## src/rtl/ofs_pkg.sv

```systemverilog
package ofs_pkg;
  localparam int SMP_W    = 14;
  localparam int OCT_W    = 8;
  localparam int TAIL_W   = 2 * OCT_W - SMP_W;
  localparam int LO_W     = SMP_W - OCT_W;
  localparam int TAP_NEAR = 14;
  localparam int TAP_FAR  = 15;
  localparam int HIST_W   = TAP_FAR;

  typedef struct packed {
    logic [HIST_W-1:0] hist;
    logic [OCT_W-1:0]  oct;
  } scr_res_t;

  // Bit-serial scramble of one octet, MSB first; hist[0] is the newest output bit.
  function automatic scr_res_t scr_octet(input logic [HIST_W-1:0] hist_in,
                                         input logic [OCT_W-1:0] din);
    scr_res_t r;
    logic [HIST_W-1:0] h;
    logic b;
    h = hist_in;
    r.oct = '0;
    for (int i = OCT_W - 1; i >= 0; i--) begin
      b = din[i] ^ h[TAP_NEAR-1] ^ h[TAP_FAR-1];
      r.oct[i] = b;
      h = {h[HIST_W-2:0], b};
    end
    r.hist = h;
    return r;
  endfunction

  function automatic logic [TAIL_W-1:0] make_tail(input logic ovr, input logic use_ovr);
    logic [TAIL_W-1:0] t;
    t = '0;
    if (use_ovr) t[TAIL_W-1] = ovr;
    return t;
  endfunction
endpackage

```

## src/rtl/ofs_packer.sv

```systemverilog
module ofs_packer
  import ofs_pkg::*;
(
  input  logic [SMP_W-1:0] sample,
  input  logic             ovr,
  input  logic             use_ovr,
  output logic [OCT_W-1:0] oct_hi,
  output logic [OCT_W-1:0] oct_lo
);
  logic [TAIL_W-1:0] tail;

  always_comb begin
    tail   = make_tail(ovr, use_ovr);
    oct_hi = sample[SMP_W-1 -: OCT_W];
    oct_lo = {sample[LO_W-1:0], tail};
  end
endmodule

```

## src/rtl/ofs_scrambler.sv

```systemverilog
module ofs_scrambler
  import ofs_pkg::*;
(
  input  logic             clk,
  input  logic             rst_n,
  input  logic             step,
  input  logic             en,
  input  logic [OCT_W-1:0] din,
  output logic [OCT_W-1:0] dout
);
  logic [HIST_W-1:0] hist_q;
  scr_res_t          res;
  logic              advance;

  always_comb begin
    res     = scr_octet(hist_q, din);
    advance = step && en;
    dout    = en ? res.oct : din;
  end

  always_ff @(posedge clk) begin
    if (!rst_n)       hist_q <= '1;
    else if (advance) hist_q <= res.hist;
  end

  // history frozen while scrambling is off
  assert_hist_hold_R9: assert property (@(posedge clk) disable iff (!rst_n)
    (step && !en) |=> $stable(hist_q));
  // history idles unchanged between octets
  assert_hist_idle_R8: assert property (@(posedge clk) disable iff (!rst_n)
    !step |=> $stable(hist_q));
endmodule

```

## src/rtl/octet_framer_scrambler.sv

```systemverilog
module octet_framer_scrambler
  import ofs_pkg::*;
(
  input  logic             clk,
  input  logic             rst_n,
  input  logic             smp_valid,
  output logic             smp_ready,
  input  logic [13:0]      smp_data,
  input  logic             smp_ovr,
  input  logic             cfg_scr_en,
  input  logic             cfg_ovr_tail,
  output logic             oct_valid,
  output logic             oct_first,
  output logic [7:0]       oct_data
);
  logic             phase_q;
  logic [OCT_W-1:0] lo_q;
  logic [OCT_W-1:0] hi_w, lo_w, raw_w, scr_w;
  logic             accept, emit;

  assign smp_ready = !phase_q;
  assign accept    = smp_valid && smp_ready;
  assign emit      = accept || phase_q;
  assign raw_w     = phase_q ? lo_q : hi_w;

  ofs_packer u_pack (
    .sample (smp_data),
    .ovr    (smp_ovr),
    .use_ovr(cfg_ovr_tail),
    .oct_hi (hi_w),
    .oct_lo (lo_w)
  );

  ofs_scrambler u_scr (
    .clk  (clk),
    .rst_n(rst_n),
    .step (emit),
    .en   (cfg_scr_en),
    .din  (raw_w),
    .dout (scr_w)
  );

  always_ff @(posedge clk) begin
    if (!rst_n) begin
      phase_q   <= 1'b0;
      lo_q      <= '0;
      oct_valid <= 1'b0;
      oct_first <= 1'b0;
      oct_data  <= '0;
    end else begin
      phase_q   <= accept;
      oct_valid <= emit;
      oct_first <= accept;
      if (accept) lo_q <= lo_w;
      if (emit)   oct_data <= scr_w;
    end
  end

  // ready drops for the cycle after an acceptance
  assert_ready_drop_R2: assert property (@(posedge clk) disable iff (!rst_n)
    accept |=> !smp_ready);
  // first octet follows acceptance with the frame marker
  assert_first_head_R6: assert property (@(posedge clk) disable iff (!rst_n)
    accept |=> (oct_valid && oct_first));
  // second octet always follows the first
  assert_second_follow_R6: assert property (@(posedge clk) disable iff (!rst_n)
    (oct_valid && oct_first) |=> (oct_valid && !oct_first));
  // unscrambled first octet carries the sample's upper bits
  assert_passthru_hi_R3: assert property (@(posedge clk) disable iff (!rst_n)
    (accept && !cfg_scr_en) |=> (oct_data == $past(smp_data[13:6])));
  // no octet without a preceding acceptance or open frame
  assert_no_spurious_R1: assert property (@(posedge clk) disable iff (!rst_n)
    (!accept && smp_ready) |=> !oct_valid);
endmodule

```

## config.mk

```make
export PLATFORM = sky130hd
export DESIGN_NAME = octet_framer_scrambler
export DESIGN_NICKNAME = d
export VERILOG_FILES = /design/src/rtl/ofs_pkg.sv /design/src/rtl/ofs_packer.sv /design/src/rtl/ofs_scrambler.sv /design/src/rtl/octet_framer_scrambler.sv
export SDC_FILE = /design/constraint.sdc
export NUM_CORES = 1
export LEC_CHECK = 0
export BUFFER_PORTS_ARGS = -buffer_cell sky130_fd_sc_hd__buf_2
export CAP_MARGIN = 25
export CELL_PAD_IN_SITES_DETAIL_PLACEMENT = 1
export CELL_PAD_IN_SITES_GLOBAL_PLACEMENT = 1
export CORE_UTILIZATION = 35
export CTS_CLUSTER_SIZE = 40
export DETAILED_ROUTE_END_ITERATION = 8
export HOLD_SLACK_MARGIN = 0.05
export PLACE_DENSITY_LB_ADDON = 0.1
export SYNTH_ARGS = -nofsm -noshare
export SYNTH_HDL_FRONTEND = slang
export SYNTH_SLANG_ARGS = --single-unit
```

## constraint.sdc

```tcl
create_clock -name clk -period 1.3 [get_ports clk]
set_input_delay 0.065 -clock clk [delete_from_list [all_inputs] [get_ports clk]]
set_output_delay 0.065 -clock clk [all_outputs]
set_load 0.02 [all_outputs]
```

# Word-level counts from Yosys, hierarchy flattened
# Index checks and enable logic that the tools add are counted.
[word_totals]
ff_bits = 32
elab_cells = 28
in_bits = 20
[op_classes]
n_reduce_logical = 4
bitwise_logic = 16
mux = 3
[op_table]
columns = ["op", "count"]
rows = [
  ["8-bit two-way mux", 2],
  ["1-bit XOR", 16],
  ["1-bit logical AND", 2],
  ["1-bit zero test", 1],
  ["1-bit logical OR", 1],
  ["1-bit two-way mux", 1],
]

# Logic depth before layout (Yosys ltp)
# Gate-level depths: netlist of the first run.
[logic_depth]
word_depth = 4
mapped_depth = 5
ltp_nobuf = 3

# Modules after synthesis
# A second synthesis of the first run with hierarchy kept.
[hier_totals]
hier_cells = 196
hier_area_um2 = 1690.4
[modules_own_cells]
columns = ["module", "cells_each", "area_each_um2", "seq_area_each_um2", "instances"]
rows = [
  ["octet_framer_scrambler", 88, 814.5, 360.3, 1],
  ["ofs_scrambler", 91, 753.2, 300.3, 1],
  ["ofs_packer", 17, 122.6, 0.0, 1],
]

# Least setup slack after synthesis of the first run
# Ideal clock, no wire load.
[synth_path]
path_type = "register to register"
from = "register phase_q"
to = "register oct_data[6]"
period_less_slack_ns = 1.279
arrival_ns = 1.154
n_path_buf = 2
setup_slack_ns = 0.021
required_ns = 1.175
path_stages_with_launch = 6
cell_sequence = "dfxtp_1 -> buf_6 -> buf_12 -> mux2i_1 -> xnor2_1 -> o21ai_1"
[synth_between]
elab_chain_cells = 4
[synth_rtl]
columns = ["element", "line", "rtl"]
rows = [
  ["start: declaration", "octet_framer_scrambler.sv:16", "logic phase_q;"],
  ["start signal: assignment", "octet_framer_scrambler.sv:51", "phase_q <= accept;"],
  ["8-bit two-way mux", "octet_framer_scrambler.sv:24", "assign raw_w = phase_q ? lo_q : hi_w;"],
  ["1-bit XOR (2 in series)", "ofs_pkg.sv:24", "b = din[i] ^ h[TAP_NEAR-1] ^ h[TAP_FAR-1];"],
  ["8-bit two-way mux", "ofs_scrambler.sv:18", "dout = en ? res.oct : din;"],
  ["end signal: assignment", "octet_framer_scrambler.sv:55", "if (emit) oct_data <= scr_w;"],
  ["end: declaration", "octet_framer_scrambler.sv:14", "output logic [7:0] oct_data"],
]
# Parallel ways exist; a longest one is shown, timed or not.
# A chain may end at the register's enable or synchronous reset.

# Worst setup path after layout of the first run
[layout_path]
from = "register phase_q"
to = "register u_scr.hist_q[6]"
[layout_between]
elab_chain_cells = 4
[layout_rtl]
columns = ["element", "line", "rtl"]
rows = [
  ["parallel branches: the longest is 4 deep, another holds 8-bit two-way mux", "--", ""],
  ["end signal: assignment", "ofs_scrambler.sv:23", "else if (advance) hist_q <= res.hist;"],
  ["end: declaration", "ofs_scrambler.sv:11", "logic [HIST_W-1:0] hist_q;"],
]
# Parallel ways; which one is timed is not known.

==> results of run 1 <==
-- cells in the mapped netlist, types with 2 or more instances --
master,instances,area (sq um)
and4bb_2,2,25.0
mux2i_1,7,70.1
dfxtp_1,32,641
o31ai_1,8,60.1
buf_2,2,10.0
clkbuf_1,3,11.3
nor4bb_1,5,50.1
nand2b_1,2,12.5
xnor2_1,15,131
o21ai_1,7,35.0
and3b_1,7,61.3
nor3b_1,14,105
nand2_1,29,109
a21boi_0,7,52.6
clkbuf_2,2,10.0
nand3_1,8,40.0
buf_6,4,45.0
a21oi_1,8,40.0
-- metal layers --
layer | vias up | global-route usage | share of wire
met1 | 670 | 0.219 | 0.46
li1 | 679 | - | -
met5 | - | 0 | 0
met2 | 23 | 0.319 | 0.50
met3 | 4 | 0.0361 | 0.031
met4 | 0 | 0.0533 | 0.011
-- worst max-delay path: stages, from the launching register on --
cell and delay [ns]:
dfxtp_2 0.34, buf_12 0.15, o21a_4 0.24, buf_4 0.17, nor3b_2 0.17, a21oi_1 0.06
-- worst paths after layout --
path | from | endpoint | slack (ns) | depth (start not counted)
hold / removal | smp_data[2] | lo_q[4] | 0.05 | 3
hold reg to reg | u_scr.hist_q[0] | u_scr.hist_q[8] | 0.48 | 2
setup / recovery | phase_q | u_scr.hist_q[6] | 0.06 | 5
setup reg to reg | phase_q | u_scr.hist_q[6] | 0.06 | 5
-- final cells by class --
type | count | area share
inverters | 1 | 0.00188
clock inverters | 2 | 0.0175
multi-input cells | 129 | 0.458
repair buffers | 41 | 0.133
flip-flops and latches | 32 | 0.321
clock buffers | 6 | 0.0363
well taps | 52 | 0.0326
-- timing repair --
item / CTS / global route
pin swaps: 0 / 1
hold buffers: 3 / 0
resized for setup: 2 / 8
endpoints found under the setup margin: 2 / 8
hold endpoints to repair: 3 / 0
setup buffers: 0 / 0
-- flip-flops by register name (all words and copies together), names as in the netlist --
signal,flops
lo_q,7
u_scr.hist_q,15
phase_q,1
oct_valid,1
oct_data,8
-- through the flow --
stage | worst slack [ns] | power [mW] | std cells | area, sq um
after CTS | 0.0197 | 2.59 | 263 | 1960
after floorplan | 0.0210 | 1.48 | 175 | 1620
after detailed placement | -0.0136 | 1.63 | 252 | 1820
after global placement | 0.0367 | 1.62 | 252 | 1820
after global routing | -0.00153 | 2.70 | 263 | 2000
final | 0.0589 | 2.57 | 263 | 2000
-- kinds of logic (layout without fill, tap and decap cells) --
group,after synthesis,after routing,share of synthesized area
AND/OR/NAND/NOR,71,71,0.266
AO/OA/AOI/OAI,35,35,0.144
flip-flops,32,32,0.394
XOR/XNOR,16,16,0.0863
buffers and inverters,14,50,0.0663
multiplexers,7,7,0.0431
-- power by group through the flow --
stage / combinational [mW] / sequential (mW) / clock (mW)
5_1_grt: 0.554 / 1.14 / 1.01
3_3_place_gp: 0.473 / 1.14 / 0
4_1_cts: 0.497 / 1.13 / 0.963
3_5_place_dp: 0.485 / 1.15 / 0
6_report: 0.500 / 1.13 / 0.938
2_1_floorplan: 0.312 / 1.17 / 0
==> flow_summary.ini, run 1 <==
[cells_and_area]
multi_input_area_sq_um = 915
mostFrequentLayoutCell = dfxtp_1
nets = 230
drive_gt1_frac = 0.280
num_antenna_cells = 0
layout_common_cells = dfxtp_1 (31), buf_2 (30), nand2_1 (28)
areaGrowthSynthToFinish_pct = 23.0
nFillCells = 542
seq_area_sq_um = 642
final_core_util = 0.453

[cts]
numCtsBuffers = 5
cts_buffer_depth = 2
clkTransAtPathRegs_ns = 0.07
cts_max_level = 2
cts_tree = yes
clock_latency_ns = 0.28
clock_sinks = 32
cts-root-buf = clkbuf_8

[grt]
grt_pass1_wl_um = 6980
grt_util_all_layers = 0.180
grt_pass1_vias = 1459
grt.overflow.total = 0
grt_max_degree = 22
antenna_found_initial = 0

[routing]
wl_per_cell_um = 15.6
vias = 1376
via_per_inst = 5.23
drc = 0
ant_nets = 0
drtIter0Drc = 40
totalWireLength_um = 4090
drtPass1Iterations = 4

[synth]
yosys_warnings = 0
synth-edff-count = 0
ys_ff_latch = 32
ys_types = 31
synthCells = 175
ys.flop_type = dfxtp_1
syn_area_sq_um = 1620
synthesis.nets = 195
syn_area_per_cell_sq_um = 9.28
async_reset_ff_frac = 0
ys_seq_area_frac = 0.394

[critical_path]
crit_arrival_ns = 1.40
startpoint_type = flop
critical_path_class = flop to flop
crit_path_max_fanout = 18
endpoint_kind = flop
cp.required_ns = 1.46

[floorplanning]
die_h_um = 70.1
io_pins = 31
fp-row-count = 24
die-area_sq_um = 4920
dieWidth_um = 70.1
coreArea_sq_um = 4410
start_util = 0.368

[sta]
period_share = 0.955
skew_ns = 0.00527
hold_viol_final = 0
max_slew_margin = 0.733
min_period_ns = 1.24
setup_violations = 0
setup-tns-final_ns = 0
hold_slack_ns = 0.0482
drv_slew = 0
max_freq_ghz = 0.806
max_slew.worst_pin.slew_ns = 0.401

[power_and_ir_drop]
vdd_drop_max_v = 0.000700
p_sw_frac = 0.272
power.switching_mw = 0.698
leakage_nw = 0.846
internal_power_mw = 1.87
seqPwrFrac = 0.440
powerDensity_nw_per_um2 = 1280
pwr-share-comb = 0.195
p_clk_frac = 0.366

[outcome]
status = complete, no violations

[placed_design]
hpwlAfterDp_um = 3030
place_congestion = 0.737
port_buffers = 30

[worst_hold_path]
holdCritPathClass = input pin to flop

[flow_run]
max-cap-violations = 0
Note: power is estimated with default switching activity, not from simulation.
==> run 2: changes to the inputs <==
- BUFFER_PORTS_ARGS: -buffer_cell sky130_fd_sc_hd__buf_2 -> not set
- DONT_BUFFER_PORTS: not set -> 1
==> run 2 against run 1 <==
Compared with the run above: fmax decreased by 2.2%; die area unchanged; flip-flop and latch count unchanged; clock power decreased by 15%; non-clock buffer count decreased by 19; sequential power increased by 4%; via count decreased by 6.4%; setup slack got worse by 0.028 ns; global-route usage decreased by 0.27 points; critical endpoint is now oct_data[1]; largest power group unchanged; highest routed layer unchanged.
==> flow_summary.ini, run 2 (synthesis results as in run 1) <==
[routing]
via_per_inst = 5.28
drtIter0Drc = 59
wl_per_cell_um = 17.6
drc = 0
vias = 1288
ant_nets = 0
drtPass1Iterations = 4
totalWireLength_um = 4310

[critical_path]
critical_path_class = flop to flop
crit_arrival_ns = 1.43
startpoint_type = flop
r2r_cells = 4
endpoint_kind = flop
cp.required_ns = 1.46
crit_path_max_fanout = 19

[cts]
clock_latency_ns = 0.28
cts_buffer_depth = 2
post-cts-setup-buffers = 0
clock_sinks = 32
numCtsBuffers = 5
cts_max_level = 2
clkTransAtPathRegs_ns = 0.07
cts-root-buf = clkbuf_8
cts_tree = yes

[sta]
max_freq_ghz = 0.788
hold_slack_ns = 0.0407
min_period_ns = 1.27
period_share = 0.976
max_slew.worst_pin.slew_ns = 0.287
setup_violations = 0
max_slew_margin = 0.808
skew_ns = 0.00507
finalWorstSetupSlack_ns = 0.0312
drv_slew = 0
hold_viol_final = 0

[floorplanning]
die_h_um = 70.1
fp-row-count = 24
die-area_sq_um = 4920
dieWidth_um = 70.1
io_pins = 31
coreArea_sq_um = 4410
start_util = 0.368

[power_and_ir_drop]
internal_power_mw = 1.71
vdd_drop_max_v = 0.000407
power.total_mw = 2.38
power.switching_mw = 0.668
powerDensity_nw_per_um2 = 1240
p_clk_frac = 0.336
pwr-share-comb = 0.174
seqPwrFrac = 0.490
leakage_nw = 0.754
p_sw_frac = 0.281

[cells_and_area]
largest_reg_flops = 15
nets = 211
final_core_util = 0.435
areaGrowthSynthToFinish_pct = 18.1
largest-register = u_scr.hist_q
mostFrequentLayoutCell = dfxtp_1
num_antenna_cells = 0
drive_gt1_frac = 0.151
reg_top3 = u_scr.hist_q x15, oct_data x8, lo_q x7
layout_common_cells = dfxtp_1 (31), nand2_1 (28), xnor2_1 (15)

[worst_hold_path]
min_path_cells = 2
holdCritPathClass = input pin to flop

[grt]
grt_max_degree = 35
grt_pass1_vias = 1345
antenna_found_initial = 0
grt.overflow.total = 0
grt_pass1_wl_um = 6630
grt_util_all_layers = 0.178

[outcome]
status = complete, no violations

[placed_design]
dp_slack_ns = -0.0216
port_buffers = 0
hpwlAfterDp_um = 2800
place_congestion = 0.751

[flow_run]
max-cap-violations = 0
[run 2: cell count changes in the layout (fill, tap and decap cells not counted), sizes merged]
| cell | delta |
|---|---|
| clkbuf | +2 |
| bufinv | -1 |
| dlygate4sd3 | +8 |
| clkinv | -1 |
| buf | -27 |
[run 2: power groups by stage]
stage | registers, mW | clock network [mW] | logic, mW
global route | 1.18 | 0.887 | 0.456
floorplan | 1.17 | 0 | 0.312
global placement | 1.18 | 0 | 0.346
detailed placement | 1.18 | 0 | 0.357
finish | 1.17 | 0.800 | 0.413
CTS | 1.16 | 0.835 | 0.371
[run 2: worst max-delay path, cell delays in order (launching register included)]
cell	delay, ns
dfxtp_2	0.38
buf_12	0.16
and4bb_2	0.25
o31ai_1	0.27
o21ai_1	0.10
[run 2: repair_timing]
item	4_1_cts	5_1_grt
pin swaps	0	1
endpoints found under the setup margin	5	10
gates resized for setup	3	5
hold buffers	3	9
hold endpoints to repair	31	29
gates cloned	0	1
[run 2: layout make-up]
| cell class | instances | area, sq um |
|---|---|---|
| Fill cell | 519 | 2500 |
| Multi-Input combinational cell | 129 | 898 |
| Sequential cell | 32 | 642 |
| Timing Repair Buffer | 22 | 219 |
| Clock buffer | 8 | 90.1 |
| Tap cell | 52 | 65.1 |
| Inverter | 1 | 3.75 |
[run 2: final timing paths]
path / startpoint / endpoint / slack [ns]
worst max-delay path: phase_q / oct_data[1] / 0.03
worst min-delay path: rst_n / u_scr.hist_q[1] / 0.04
worst max register to register: phase_q / oct_data[1] / 0.03
worst min register to register: u_scr.hist_q[3] / u_scr.hist_q[11] / 0.47
[run 2: metrics by stage]
step                      std cells  setup TNS, ns  area, sq um
final                           244              0         1920
after global routing            244       -0.00426         1920
after CTS                       234              0         1800
after detailed placement        223        -0.0216         1670
after global placement          223              0         1670
after floorplan                 175              0         1620
[run 2: routing by layer]
layer | GRT usage | part of all wire | up-vias
li1 | - | - | 643
met1 | 0.214 | 0.45 | 606
met2 | 0.293 | 0.48 | 29
met3 | 0.0592 | 0.051 | 10
met4 | 0.0667 | 0.021 | 0
met5 | 0 | 0 | -
==> run 3: changes to the inputs <==
- REMOVE_ABC_BUFFERS: not set -> 1
==> run 3 against run 2 <==
Compared with the run above: the flow now finishes with violations (hold timing); sequential share of layout area grew 1.8 points; register-to-register slack improved by 0.04 ns; fmax grew 3.0%; total power up 4.1%; clock power grew 19%; largest cell class unchanged; cell count is 4.5% lower; largest power group unchanged; clock skew up 0.0049 ns; critical path depth stayed put; combinational power fell by 14%.
==> flow_summary.ini, run 3 (synthesis results as in run 1) <==
[critical_path]
endpoint_kind = flop
r2r-start = phase_q
r2r_end = oct_data[1]
reg2reg_slack_ns = 0.07
startpoint_type = flop
slowest_delay_ns = 0.37
cp.required_ns = 1.46
crit_path_max_fanout = 13
crit_slowest_cell = dfxtp_2
crit_arrival_ns = 1.39
worstPathCellList = buf_8, and4bb_2, o31ai_1, o21ai_1
critical_path_class = flop to flop
r2r_cells = 4

[sta]
max_slew.worst_pin.slew_ns = 0.393
setup_violations = 0
max_slew_margin = 0.738
min_period_ns = 1.23
drv_slew = 0
max_freq_ghz = 0.812
rsz0062_at_grt = false
hold_slack_ns = -0.148
period_share = 0.948
skew_ns = 0.00995
hold_viol_final = 25
setup-tns-final_ns = 0

[placed_design]
port_buffers = 0
place_congestion = 0.712
dp.cells = 219
hpwlAfterDp_um = 2740

[power_and_ir_drop]
leakage_nw = 0.706
pwr-share-comb = 0.144
powerDensity_nw_per_um2 = 1360
vdd_drop_max_v = 0.000529
p_clk_frac = 0.386
power.switching_mw = 0.658
internal_power_mw = 1.82
seqPwrFrac = 0.470
p_sw_frac = 0.265

[floorplanning]
die_h_um = 70.1
dieWidth_um = 70.1
start_util = 0.368
fp-row-count = 24
die-area_sq_um = 4920
io_pins = 31
coreArea_sq_um = 4410

[cts]
numCtsBuffers = 5
clock_latency_ns = 0.29
clock_sinks = 32
cts_max_level = 2
cts_buffer_depth = 2
cts-root-buf = clkbuf_8
clkTransAtPathRegs_ns = 0.07
hold_buffers = 6
cts_tree = yes

[routing]
drtPass1Iterations = 2
ant_nets = 0
drc = 0
vias = 1269
wl_per_cell_um = 17.0
drtIter0Drc = 41
via_per_inst = 5.45
totalWireLength_um = 3970

[cells_and_area]
final_core_util = 0.412
largest-register = u_scr.hist_q
instances_no_fill = 233
layout_common_cells = dfxtp_1 (31), nand2_1 (28), xnor2_1 (15)
reg_top3 = u_scr.hist_q x15, oct_data x8, lo_q x7
largest_reg_flops = 15
num_antenna_cells = 0
nets = 200
drive_gt1_frac = 0.110
nFillCells = 505
areaGrowthSynthToFinish_pct = 12.0
mostFrequentLayoutCell = dfxtp_1

[grt]
antenna_found_initial = 0
grt_util_all_layers = 0.183
grt_pass1_wl_um = 6890
grt.overflow.total = 0
grt_max_degree = 35
grt_pass1_vias = 1420

[worst_hold_path]
holdCritPathClass = input pin to flop
hold_start = rst_n
min_path_cells = 1
min_to = u_scr.hist_q[10]

[outcome]
status = complete, but fails checks
violations = hold timing

[flow_run]
max-cap-violations = 0
[run 3: cell types whose count changed in the layout (fill, tap and decap cells not counted), moves of 2 or more]
cell and delta:
dlygate4sd3_1 -5, buf_4 -4, nor3b_1 +2, nor3b_2 -2
[run 3: worst max path at each step]
stage	slack (ns)	start	to	cells past startpoint
global placement	0.04	phase_q	oct_data[1]	4
detailed placement	-0.04	phase_q	oct_data[2]	4
finish	0.07	phase_q	oct_data[1]	4
global route	0.001	phase_q	oct_data[2]	4
floorplan	-0.47	phase_q	oct_data[1]	3
CTS	0.03	phase_q	oct_data[2]	4
[run 3: power groups by stage]
stage	sequential (mW)	clock, mW	combinational [mW]
CTS	1.17	0.972	0.360
finish	1.16	0.956	0.357
floorplan	1.18	0	0.253
detailed placement	1.19	0	0.341
global route	1.18	1.04	0.398
global placement	1.18	0	0.334
[run 3: layer usage]
layer	wire length (um)	vias to the layer above	track usage
li1	-	623	-
met1	1740	611	0.213
met2	1950	28	0.307
met3	196	7	0.0534
met4	80	0	0.0867
met5	0	-	0
[run 3: repair_timing]
action,in CTS,in global routing
endpoints found under the hold margin,31,28
endpoints found under the setup margin,5,2
buffers inserted,0,0
gates resized for setup,3,2
[run 3: area by class of cell]
cell class,count,area (sq um),share of cell area
clock inverter,2,35.0,0.0193
inverter,1,3.75,0.00206
clock buffer,6,72.6,0.0399
sequential,32,642,0.353
tap,52,65.1,0.0358
timing repair buffer,11,118,0.0646
multi-input combinational,129,883,0.486
[run 3: worst max-delay path: cells and delay by family, from the launching register on]
kind	cells	cell delay [ns]
AO/OA/AOI/OAI	2	0.35
buffers and inverters	1	0.15
flip-flops	1	0.37
AND/OR/NAND/NOR	1	0.24
[run 3: stage by stage]
step	setup slack [ns]	cell area, sq um	total power, mW
detailed placement	-0.0427	1640	1.53
global route	0.00140	1820	2.61
global placement	0.0437	1640	1.52
finish	0.0681	1820	2.48
CTS	0.0298	1810	2.50
floorplan	-0.469	1520	1.43
